$ cat config.mk
export PLATFORM = sky130hd
export DESIGN_NAME = tdm_slot_arbiter
export DESIGN_NICKNAME = d
export VERILOG_FILES = /design/src/rtl/tdm_arb_pkg.sv /design/src/rtl/tdm_slot_table.sv /design/src/rtl/tdm_slot_pointer.sv /design/src/rtl/tdm_grant_select.sv /design/src/rtl/tdm_slot_arbiter.sv
export SDC_FILE = /design/constraint.sdc
export NUM_CORES = 1
export LEC_CHECK = 0
export ABC_AREA = 0
export BUFFER_PORTS_ARGS = -buffer_cell sky130_fd_sc_hd__buf_2
export CAP_MARGIN = 10
export CELL_PAD_IN_SITES_DETAIL_PLACEMENT = 0
export CELL_PAD_IN_SITES_GLOBAL_PLACEMENT = 1
export CORE_UTILIZATION = 30
export DETAILED_ROUTE_END_ITERATION = 16
export GPL_TIMING_DRIVEN = 1
export PLACE_DENSITY = 0.59
export SLEW_MARGIN = 20
export SYNTH_ARGS = -nofsm -noshare
export SYNTH_HDL_FRONTEND = slang
export SYNTH_SLANG_ARGS = --single-unit
$ cat constraint.sdc
create_clock -name clk -period 3.4 [get_ports clk]
set_clock_uncertainty 0.1 [all_clocks]
set_input_delay 0.51 -clock clk [delete_from_list [all_inputs] [get_ports clk]]
set_output_delay 0.51 -clock clk [all_outputs]
set_load 0.05 [all_outputs]
$ cat src/rtl/tdm_arb_pkg.sv
package tdm_arb_pkg;

    // Upper bound on clients handled by the shared helper functions.
    localparam int MAX_CLIENTS = 16;
    localparam int IDX_W       = $clog2(MAX_CLIENTS);

    typedef logic [MAX_CLIENTS-1:0] client_vec_t;
    typedef logic [IDX_W-1:0]       client_idx_t;

    // Where a grant came from in the current cycle.
    typedef enum logic [1:0] {
        SRC_NONE     = 2'd0,
        SRC_OWNER    = 2'd1,
        SRC_FALLBACK = 2'd2
    } grant_src_e;

    typedef struct packed {
        grant_src_e  src;
        client_vec_t onehot;
    } grant_t;

    // Fixed-priority pick: the lowest set bit wins.
    function automatic client_vec_t lowest_request(client_vec_t r);
        client_vec_t o;
        o = '0;
        for (int i = MAX_CLIENTS - 1; i >= 0; i--) begin
            if (r[i]) begin
                o    = '0;
                o[i] = 1'b1;
            end
        end
        return o;
    endfunction

    // Decode a client index into a one-hot vector.
    function automatic client_vec_t index_to_onehot(client_idx_t idx);
        client_vec_t o;
        o      = '0;
        o[idx] = 1'b1;
        return o;
    endfunction

    // Reset owner of a table entry: spread clients round-robin.
    function automatic int unsigned reset_owner(int unsigned slot, int unsigned n);
        return slot % n;
    endfunction

endpackage

$ cat src/rtl/tdm_slot_table.sv
module tdm_slot_table
    import tdm_arb_pkg::*;
#(
    parameter int NUM_CLIENTS = 15,
    parameter int NUM_SLOTS   = 64,
    parameter int CLIENT_W    = $clog2(NUM_CLIENTS),
    parameter int SLOT_W      = $clog2(NUM_SLOTS)
) (
    input  logic                clk,
    input  logic                rst,
    input  logic                wr_en,
    input  logic [SLOT_W-1:0]   wr_slot,
    input  logic [CLIENT_W-1:0] wr_client,
    input  logic [SLOT_W-1:0]   rd_slot,
    output logic [CLIENT_W-1:0] rd_client
);

    logic [CLIENT_W-1:0] entries [NUM_SLOTS];

    // One register per entry. Each entry has its own reset owner and
    // its own write decode.
    for (genvar s = 0; s < NUM_SLOTS; s++) begin : g_entry
        localparam logic [CLIENT_W-1:0] INIT_OWNER =
            CLIENT_W'(reset_owner(s, NUM_CLIENTS));
        logic [CLIENT_W-1:0] entry_q;

        always_ff @(posedge clk) begin
            if (rst) begin
                entry_q <= INIT_OWNER;
            end else if (wr_en && (wr_slot == SLOT_W'(s))) begin
                entry_q <= wr_client;
            end
        end

        assign entries[s] = entry_q;
    end

    // Read the current contents. A write at the same edge lands afterwards.
    assign rd_client = entries[rd_slot];

endmodule

$ cat src/rtl/tdm_slot_pointer.sv
module tdm_slot_pointer #(
    parameter int NUM_SLOTS = 64,
    parameter int SLOT_W    = $clog2(NUM_SLOTS)
) (
    input  logic              clk,
    input  logic              rst,
    output logic [SLOT_W-1:0] ptr
);

    localparam logic [SLOT_W-1:0] LAST_SLOT = SLOT_W'(NUM_SLOTS - 1);

    logic [SLOT_W-1:0] ptr_q;

    always_ff @(posedge clk) begin
        if (rst) begin
            ptr_q <= '0;
        end else if (ptr_q == LAST_SLOT) begin
            ptr_q <= '0;
        end else begin
            ptr_q <= ptr_q + 1'b1;
        end
    end

    assign ptr = ptr_q;

endmodule

$ cat src/rtl/tdm_grant_select.sv
module tdm_grant_select
    import tdm_arb_pkg::*;
#(
    parameter int NUM_CLIENTS = 15,
    parameter int CLIENT_W    = $clog2(NUM_CLIENTS)
) (
    input  logic [CLIENT_W-1:0]    owner,
    input  logic [NUM_CLIENTS-1:0] req,
    output grant_t                 sel
);

    client_vec_t req_ext;
    client_idx_t owner_idx;
    logic        owner_in_range;
    logic        owner_claims;

    always_comb begin
        req_ext                  = '0;
        req_ext[NUM_CLIENTS-1:0] = req;
    end

    assign owner_idx = IDX_W'(owner);

    // When the client count fills the index field, every code is a
    // real client. Otherwise codes past the count mark an unowned slot.
    if (NUM_CLIENTS == (1 << CLIENT_W)) begin : g_full_range
        assign owner_in_range = 1'b1;
    end else begin : g_partial_range
        localparam logic [CLIENT_W-1:0] LIMIT = CLIENT_W'(NUM_CLIENTS);
        assign owner_in_range = (owner < LIMIT);
    end

    assign owner_claims = owner_in_range && req_ext[owner_idx];

    always_comb begin
        if (owner_claims) begin
            sel.src    = SRC_OWNER;
            sel.onehot = index_to_onehot(owner_idx);
        end else if (|req_ext) begin
            sel.src    = SRC_FALLBACK;
            sel.onehot = lowest_request(req_ext);
        end else begin
            sel.src    = SRC_NONE;
            sel.onehot = '0;
        end
    end

endmodule

$ cat src/rtl/tdm_slot_arbiter.sv
module tdm_slot_arbiter
    import tdm_arb_pkg::*;
#(
    parameter int NUM_CLIENTS = 15,
    parameter int NUM_SLOTS   = 64,
    localparam int CLIENT_W   = $clog2(NUM_CLIENTS),
    localparam int SLOT_W     = $clog2(NUM_SLOTS)
) (
    input  logic                   clk,
    input  logic                   rst,
    input  logic                   cfg_we,
    input  logic [SLOT_W-1:0]      cfg_slot,
    input  logic [CLIENT_W-1:0]    cfg_client,
    input  logic [NUM_CLIENTS-1:0] req,
    output logic [NUM_CLIENTS-1:0] gnt,
    output logic                   gnt_valid
);

    logic [SLOT_W-1:0]      slot_ptr;
    logic [CLIENT_W-1:0]    slot_owner;
    grant_t                 sel;
    logic [NUM_CLIENTS-1:0] gnt_q;
    logic                   gnt_valid_q;

    tdm_slot_pointer #(
        .NUM_SLOTS (NUM_SLOTS)
    ) u_pointer (
        .clk (clk),
        .rst (rst),
        .ptr (slot_ptr)
    );

    tdm_slot_table #(
        .NUM_CLIENTS (NUM_CLIENTS),
        .NUM_SLOTS   (NUM_SLOTS)
    ) u_table (
        .clk       (clk),
        .rst       (rst),
        .wr_en     (cfg_we),
        .wr_slot   (cfg_slot),
        .wr_client (cfg_client),
        .rd_slot   (slot_ptr),
        .rd_client (slot_owner)
    );

    tdm_grant_select #(
        .NUM_CLIENTS (NUM_CLIENTS)
    ) u_select (
        .owner (slot_owner),
        .req   (req),
        .sel   (sel)
    );

    always_ff @(posedge clk) begin
        if (rst) begin
            gnt_q       <= '0;
            gnt_valid_q <= 1'b0;
        end else begin
            gnt_q       <= sel.onehot[NUM_CLIENTS-1:0];
            gnt_valid_q <= (sel.src != SRC_NONE);
        end
    end

    assign gnt       = gnt_q;
    assign gnt_valid = gnt_valid_q;

endmodule

==> summary.txt, run 1 <==
status: complete, but fails checks
failing checks: setup timing
DR top layer: met4
pwr/cell area: 482 nW/um^2
Crit path buffers/inverters: 1
Post-synth top flop: dfxtp_1
CTS root buffer: clkbuf_16
# rows: 75
EDFF count, synth: 0
Net Count, Synth: 1404
Initial Util: 30.7%
CP max stage delay: 0.54 ns
Final Cell Area: 15500 um^2
Initial DRC Count: 871
critical path's top delay family: multiplexers
Buffers on Ports: 43
wire length on met1: 20.2 mm
clk sinks: 278
peak supply drop: 0.000308 V
maximum number of pins on one net before global-route repair: 124
CP Max Fanout: 7
final hold slack: 0.0788 ns
Hold Crit Endpoint: gnt_valid
Reg2Reg Depth: 10
leakage power: 5.46 nW
Max-Cap Viols: 0
R2R Path Start: u_pointer.ptr[1]
via count: 10709
DRT Pass-1 Iters: 5
Cells after Synth: 1375
Final HPWL DP: 26.5 mm
CTS buffer count: 30
Synth Register Bits: 278
Setup CP Type: flop to flop
area grow syn2layout: 19.7%
DRC viols: 0
Hold Path Class: primary input to flop
Reg2Reg Capture Point: gnt[13]
Synth area leaders: dfxtp_1, mux4_2, a211o_1
initial antenna violation count: 1
period utilization: 103%
synthesized area per cell: 9.45 um^2
vias in the first global route: 10302
post-synthesis sequential area ratio: 42.8%
Synth Warn #: 0
H-Tree Depth: 1
maximum clock insertion buffer count: 3
setup TNS: -0.655 ns
Arrival @ worst endpoint: 3.86 ns
first-pass GRT wire length: 63.3 mm
crit end category: flop
placed cell areas: 14100 um^2
Inserted Diodes: 0
Die Wd: 210 um
hold wc startpoint: req[14]
Setup Viol. Count Final: 14
area leader, netlist: dfxtp_1
fmax: 0.286 GHz
Hold Crit Depth: 3
final antenna-violating net count: 0
min Tclk post-route: 3.50 ns
Core Util, Final: 36.7%
Core ar.: 42300 um^2
number of cells on the critical path: 10
flop-to-flop setup slack: -0.10 ns
Post-Place Worst Slack: -0.166 ns
slew margin rel.: 35.6%
clock slew seen by the registers of the worst setup and hold paths: 0.06 ns
final worst setup slack: -0.102 ns
routability cong.: 0.803
worst-margin pin slew: 0.966 ns
RSZ-0062 raised after global routing: yes
total gr overflow: 0
vias per cell: 5.30
Slowest-stage cell, CP: mux4_2
average wire per standard cell: 20.4 um
mapped cell area: 13000 um^2
# nets final: 1448
die area: 44100 um^2
CTS tree: done
Die Y-Extent: 210 um
Worst setup SP type: flop
worst skew pair latency: 0.57 ns
post-synth top area share: 42.8%
Final Hold Vio Count: 0
critical path data required time: 3.75 ns
WL met3: 1.55 mm
ys async rst share: 0%
boundary pin count: 44
GRT Total Usage: 18.5%
CP Cell Sequence: mux4_2 -> mux4_2 -> nand2_2 -> o21ai_4 -> a221oi_4 -> buf_4 -> mux2_4 -> o22a_2 -> nor2b_4 -> mux2_4
WL final: 41.1 mm
Distinct cells, synth: 64
routed wl met2: 18.6 mm
share of layout cells above drive strength 1: 21.6%
Pins Over Slew Limit: 0
-- worst max path at each step --
stage / slack (ns) / endpoint / from
floorplan: 0.02 / gnt[13] / u_pointer.ptr[1]
global placement: -0.13 / gnt[13] / u_pointer.ptr[1]
finish: -0.10 / gnt[13] / u_pointer.ptr[1]
detailed placement: -0.17 / gnt[14] / u_pointer.ptr[0]
global route: -0.15 / gnt[5] / u_pointer.ptr[1]
CTS: -0.05 / gnt[13] / u_pointer.ptr[1]
-- state kept, by name (all words and copies together) (netlist names) --
name / cells
gnt_valid: 1
gnt: 15
u_pointer.ptr: 6
u_table.g_entry.entry_q: 256
-- area by class of cell --
type	instances	area, um^2
fill	4244	26800
multi-input combinational	956	6970
sequential	278	5570
timing repair buffer	146	1260
clock buffer	46	922
tap	577	722
clock inverter	10	78.8
inverter	7	26.3
-- power breakdown --
group	internal (mW)	leakage (nW)	switching (mW)
registers	3.28	2.25	0.0212
logic	0.390	2.71	0.497
clock network	1.93	0.500	1.37
-- cell usage in the layout, fill, tap and decap left out, types with 7 or more instances in the layout --
master and n:
buf_4 81, dfxtp_1 275, buf_12 15, nor2b_1 37, nand3_1 107, nor2_1 91, mux2i_1 69, buf_2 41
clkbuf_16 32, o22ai_1 8, a21oi_1 99, mux4_2 62, a211o_1 117, nand2b_1 12, clkbuf_8 10, clkinv_2 7
and3_1 83, nand2_1 166
-- cell usage after synthesis (all sizes together), types with 2 or more instances --
library cell,count
nand3b,6
mux4,62
or3b,5
o22a,2
and2,2
inv,7
xnor2,2
o21ai,10
nand4,4
a211oi,2
mux2i,73
nand2,167
a211o,117
o22ai,9
nand3,107
o2111ai,2
nor3,10
or4,3
nor2b,39
dfxtp,278
mux2,7
clkbuf,110
o41ai,2
nor4,4
buf,24
or2,6
nand2b,12
a21oi,99
a22oi,4
or3,4
and3,83
nor2,95
-- repair_timing --
action,4_1_cts,5_1_grt
endpoints found under the setup margin,15,15
hold buffers,0,0
setup buffers,11,14
gates resized for setup,11,23
cloned,1,1
pin swaps,4,6
-- per-layer routing --
metal / up-vias / GRT usage, %
li1: 5098 / -
met1: 5316 / 26.7
met2: 239 / 29.2
met3: 56 / 2.49
met4: 0 / 3.75
met5: - / 0
-- worst register-to-register path, stage by stage (launching register included) --
cell	delay (ns)
dfxtp_4	0.43
mux4_2	0.53
mux4_2	0.54
nand2_2	0.11
o21ai_4	0.08
a221oi_4	0.43
buf_4	0.19
mux2_4	0.29
o22a_2	0.23
nor2b_4	0.16
mux2_4	0.30
-- kinds of logic (layout without fill, tap and decap cells) --
| group | after synthesis | count (layout) | synth area share [%] |
|---|---|---|---|
| buffers and inverters | 141 | 209 | 4.73 |
| XOR/XNOR | 3 | 3 | 0.202 |
| flip-flops | 278 | 278 | 42.8 |
| AO/OA/AOI/OAI | 259 | 259 | 14.4 |
| AND/OR/NAND/NOR | 551 | 551 | 20.7 |
| adder cells (fa/ha/maj) | 1 | 1 | 0.0963 |
| multiplexers | 142 | 142 | 17.0 |
-- metrics by stage --
step	instances	total power, mW
after CTS	2005	7.52
final	2020	7.49
after floorplan	1375	3.88
after detailed placement	1937	4.15
after global routing	2020	7.77
after global placement	1937	4.15
Power figures use the tool's default switching activity.
==> inputs of run 2 (changes only) <==
==> constraint.sdc (replaced) <==
create_clock -name clk -period 3.4 [get_ports clk]
set_clock_uncertainty 0.1 [all_clocks]
set_input_delay 0.17 -clock clk [delete_from_list [all_inputs] [get_ports clk]]
set_output_delay 0.17 -clock clk [all_outputs]
set_load 0.05 [all_outputs]
==> run 2 against run 1 <==
Compared with the run above:
- the run still ends with setup timing left
- largest cell class unchanged
- clock-buffer cell count rose by 10
- setup slack improved by 0.042 ns
- cell count rose by 0.59%
- power rose by 4.5%
- wire length fell by 0.53%
- via count rose by 0.16%
- non-clock buffer count rose by 8
- sequential power barely moved
- combinational power fell by 4.4%
- first-iteration DRC count rose by 1.7%
==> summary.txt, run 2 (same netlist as run 1, synthesis figures left out) <==
first-pass GRT wire length: 63.9 mm
setup TNS: -0.234 ns
Final Hold Vio Count: 0
Inst Count DP: 1935
H-Tree Depth: 2
leading cell type in the layout, fill and taps excluded: dfxtp_1
Post-Place Worst Slack: -0.213 ns
Flop pwr share: 42.2%
Switching Share: 24.7%
routability cong.: 0.819
area grow syn2layout: 20.4%
maximum number of pins on one net before global-route repair: 121
P_sw: 1.94 mW
Max-Cap Viols: 0
clk sinks: 278
average wire per standard cell: 20.1 um
RSZ-0062 raised after global routing: yes
CTS root buffer: clkbuf_16
# rows: 75
min Tclk post-route: 3.46 ns
Pwr Total: 7.83 mW
Initial DRC Count: 886
critical path data required time: 3.71 ns
Buffers on Ports: 43
Hold Crit Endpoint: u_table.g_entry[16].entry_q[1]
Clock power frac: 47.0%
combinational share of power: 10.8%
hold wc startpoint: cfg_client[1]
initial antenna violation count: 0
most frequent cells in the layout: dfxtp_1, nand2_1, a211o_1
GRT Total Usage: 18.7%
Crit path buffers/inverters: 4
final worst setup slack: -0.0599 ns
period utilization: 102%
number of cells on the critical path: 14
Setup CP Type: flop to flop
R2R Path Start: u_pointer.ptr[0]
internal power: 5.90 mW
Slowest-stage cell, CP: mux4_2
share of layout cells above drive strength 1: 19.9%
Initial Util: 30.7%
Pins Over Slew Limit: 0
largest reg by FF count: u_table.g_entry.entry_q
worst skew pair latency: 0.53 ns
# nets final: 1460
Reg2Reg Depth: 14
final hold slack: 0.100 ns
critical path's top delay family: multiplexers
final antenna-violating net count: 0
Worst setup SP type: flop
crit end category: flop
Arrival @ worst endpoint: 3.77 ns
vias in the first global route: 10378
CP max stage delay: 0.51 ns
slew margin rel.: 36.6%
worst setup path startpoint: u_pointer.ptr[0]
fmax: 0.289 GHz
vias per cell: 5.28
CP Cell Sequence: buf_12 -> mux4_2 -> mux2i_1 -> buf_4 -> a22oi_1 -> o2111ai_2 -> o41ai_4 -> buf_4 -> buf_4 -> mux2i_1 -> a22oi_1 -> mux2i_1 -> nor2b_4 -> mux2_4
CP Max Fanout: 7
CTS buffer count: 34
WL final: 40.9 mm
Inserted Diodes: 0
worst-margin pin slew: 0.945 ns
leakage power: 5.50 nW
Hold Path Class: primary input to flop
Setup Viol. Count Final: 6
maximum clock insertion buffer count: 3
Hold Crit Depth: 3
pwr/cell area: 501 nW/um^2
peak supply drop: 0.000303 V
failing checks: setup timing
total gr overflow: 0
Final HPWL DP: 26.3 mm
non-filler cells in the finished layout: 2032
die area: 44100 um^2
Reg2Reg Capture Point: gnt[13]
clock slew seen by the registers of the worst setup and hold paths: 0.06 ns
DRT Pass-1 Iters: 5
max FFs per register: 256
Die Wd: 210 um
status: complete, but fails checks
Die Y-Extent: 210 um
Layout fillers: 4241
Core ar.: 42300 um^2
CTS tree: done
boundary pin count: 44
DRC viols: 0
via count: 10726
flop-to-flop setup slack: -0.06 ns
## run 2: area by class of cell
class	count	area, um^2	area share, %
multi-input cells	956	6930	44.3
flip-flops and latches	278	5570	35.6
repair buffers	154	1260	8.05
clock buffers	56	1090	6.95
well taps	577	722	4.62
clock inverters	4	45.0	0.288
inverters	7	26.3	0.168
## run 2: worst register-to-register path, stage by stage (launching register included)
cell and delay [ns]:
dfxtp_4 0.38, buf_12 0.12, mux4_2 0.51, mux2i_1 0.26, buf_4 0.17, a22oi_1 0.07, o2111ai_2 0.15, o41ai_4 0.12
buf_4 0.18, buf_4 0.16, mux2i_1 0.12, a22oi_1 0.26, mux2i_1 0.16, nor2b_4 0.26, mux2_4 0.32
## run 2: timing repair
item                                    in CTS  in global routing
endpoints found under the hold margin       15                  0
cloned                                       1                  0
gates resized for setup                      7                 10
endpoints found under the setup margin      15                 15
setup buffers                               12                  3
hold buffers                                21                  0
pin swaps                                    3                  0
## run 2: power groups by stage
stage | sequential, mW | clock, mW | combinational, mW
floorplan | 3.39 | 0 | 0.489
global placement | 3.38 | 0 | 0.755
CTS | 3.30 | 3.76 | 0.837
finish | 3.30 | 3.68 | 0.848
global route | 3.30 | 3.90 | 0.906
detailed placement | 3.39 | 0 | 0.757
## run 2: worst max path at each step
stage	end
after floorplan	gnt[13]
after global placement	gnt[13]
after detailed placement	gnt[13]
after CTS	gnt[13]
after global routing	gnt[5]
final	gnt[13]
## run 2: stage by stage
step           utilization, %  area [um^2]
2_1_floorplan               -        13000
3_3_place_gp             33.2        14100
3_5_place_dp             33.2        14100
4_1_cts                  36.8        15600
5_1_grt                  37.0        15600
6_report                 37.0        15600
## run 2: per-layer routing
metal	GRT usage [%]	vias to the layer above	share of wire, %
li1	-	5127	-
met1	26.8	5326	49
met2	29.4	221	45
met3	2.86	52	3.9
met4	4.53	0	1.7
met5	0	-	0
==> inputs of run 3 (changes only) <==
--- a/config.mk
+++ b/config.mk
@@ -11,9 +11,11 @@
 export CELL_PAD_IN_SITES_DETAIL_PLACEMENT = 0
 export CELL_PAD_IN_SITES_GLOBAL_PLACEMENT = 1
 export CORE_UTILIZATION = 30
+export CTS_BUF_LIST = sky130_fd_sc_hd__clkbuf_16
 export DETAILED_ROUTE_END_ITERATION = 16
 export GPL_TIMING_DRIVEN = 1
 export PLACE_DENSITY = 0.59
+export SKIP_LAST_GASP = 1
 export SLEW_MARGIN = 20
 export SYNTH_ARGS = -nofsm -noshare
 export SYNTH_HDL_FRONTEND = slang
==> run 3 against run 2 <==
Compared with the run above:
- the run still ends with setup timing left
- critical path type unchanged
- clock power fell by 6.3%
- worst hold slack about the same
- wire length is 0.37% higher
- final area down 0.47%
- non-clock buffer count is 1 higher
- via count rose by 0.15%
- combinational power is 1% higher
- first-iteration DRC count up 1.9%
- clock-buffer cell count shrank 19
- core utilization decreased by 0.17 points
- largest power group unchanged
- global-route usage hardly changed
- maximum frequency decreased by 1.7%
==> summary.txt, run 3 (same netlist as run 1, synthesis figures left out) <==
Reg2Reg Depth: 15
vias in the first global route: 10368
share of layout cells above drive strength 1: 19.6%
CTS root buffer: clkbuf_16
maximum number of pins on one net before global-route repair: 121
maximum clock insertion buffer count: 3
DRC viols: 0
Arrival @ worst endpoint: 3.83 ns
Final HPWL DP: 26.3 mm
Setup CP Type: flop to flop
leakage power: 5.49 nW
slew margin rel.: 38.3%
worst skew pair latency: 0.53 ns
DRT Pass-1 Iters: 5
period utilization: 104%
Setup crit end: gnt[13]
Reg2Reg Capture Point: gnt[13]
min Tclk post-route: 3.52 ns
final antenna-violating net count: 0
failing checks: setup timing
initial antenna violation count: 0
final worst setup slack: -0.120 ns
critical path data required time: 3.71 ns
Hold Path Class: primary input to flop
clock slew seen by the registers of the worst setup and hold paths: 0.06 ns
Pins Over Slew Limit: 0
Worst setup SP type: flop
CP Max Fanout: 7
R2R Path Start: u_pointer.ptr[1]
most frequent cells in the layout: dfxtp_1, nand2_1, a211o_1
average wire per standard cell: 20.2 um
vias per cell: 5.28
status: complete, but fails checks
Die Y-Extent: 210 um
Max-Cap Viols: 0
routability cong.: 0.819
Buffers on Ports: 43
CTS buffer count: 34
H-Tree Depth: 2
total gr overflow: 0
area grow syn2layout: 19.8%
RSZ-0062 raised after global routing: yes
# nets final: 1461
crit end category: flop
leading cell type in the layout, fill and taps excluded: dfxtp_1
max FFs per register: 256
Setup Viol. Count Final: 15
first-pass GRT wire length: 63.9 mm
worst setup path startpoint: u_pointer.ptr[1]
# rows: 75
Die Wd: 210 um
worst-margin pin slew: 0.921 ns
setup TNS: -0.783 ns
GRT Total Usage: 18.7%
Final Hold Vio Count: 0
clk sinks: 278
die area: 44100 um^2
flop-to-flop setup slack: -0.12 ns
CTS tree: done
Post-Place Worst Slack: -0.213 ns
Initial DRC Count: 903
Core ar.: 42300 um^2
Core Util, Final: 36.8%
Inserted Diodes: 0
WL final: 41.1 mm
fmax: 0.284 GHz
pwr/cell area: 489 nW/um^2
largest reg by FF count: u_table.g_entry.entry_q
peak supply drop: 0.000277 V
Layout fillers: 4240
boundary pin count: 44
Initial Util: 30.7%
via count: 10742
==> run 3: cell types whose count changed in the layout (fill, tap and decap cells not counted), sizes merged <==
cell,before,now
buf,131,132
clkbuf,57,38
clkinv,3,12
inv,7,17
==> run 3: worst max-delay path, stage by stage (launching register included) <==
cell	delay [ns]
dfxtp_4	0.37
buf_4	0.15
buf_12	0.14
buf_12	0.13
mux4_2	0.30
mux2i_1	0.26
buf_4	0.17
a22oi_1	0.07
o2111ai_2	0.15
o41ai_4	0.12
buf_4	0.19
mux2_4	0.30
mux2_2	0.26
o22a_2	0.23
nor2b_4	0.16
mux2_4	0.30
==> run 3: through the flow <==
stage	power, mW	std cells	hold slack [ns]	area, um^2
final	7.61	2033	0.100	15600
after CTS	7.66	2029	0.0924	15500
after global placement	4.14	1935	0.339	14100
after detailed placement	4.14	1935	0.344	14100
after global routing	7.87	2033	0.131	15600
after floorplan	3.88	1375	0.194	13000
==> run 3: routing by layer <==
metal  GRT usage, %  part of all wire, %  vias to the layer above
met2           29.4                   45                      249
li1               -                    -                     5129
met1           26.8                   48                     5310
met4           4.56                  1.7                        0
met5              0                    0                        -
met3           2.86                  4.6                       54
==> run 3: what timing repair did <==
| item | in CTS | in global routing |
|---|---|---|
| gates resized for setup | 6 | 14 |
| pin swaps | 3 | 6 |
| hold endpoints to repair | 15 | 0 |
| setup buffers | 12 | 4 |
| endpoints found under the setup margin | 15 | 15 |
| gates cloned | 1 | 0 |
| hold buffers | 21 | 0 |
==> run 3: how the worst min path moves through the flow <==
stage / from / end / slack, ns / cells after the start
floorplan: req[13] / gnt_valid / 0.19 / 2
global placement: u_table.g_entry[36].entry_q[1] / u_table.g_entry[36].entry_q[1] / 0.34 / 1
detailed placement: u_table.g_entry[52].entry_q[2] / u_table.g_entry[52].entry_q[2] / 0.34 / 1
CTS: cfg_client[1] / u_table.g_entry[20].entry_q[1] / 0.09 / 3
global route: cfg_client[1] / u_table.g_entry[1].entry_q[1] / 0.13 / 3
finish: cfg_client[1] / u_table.g_entry[20].entry_q[1] / 0.10 / 3
==> run 3: area by class of cell <==
class                   count  area, um^2  area share, %
multi-input cells         956        6940           44.6
flip-flops and latches    278        5570           35.8
repair buffers            155        1270           8.13
clock buffers              37         926           5.95
well taps                 577         722           4.64
clock inverters            23         116          0.748
inverters                   7        26.3          0.169
==> run 3: power breakdown <==
part	internal (mW)	total (mW)	switching, mW	leakage (nW)
clock	2.02	3.45	1.43	0.549
combinational	0.366	0.858	0.493	2.69
sequential	3.28	3.30	0.0178	2.25
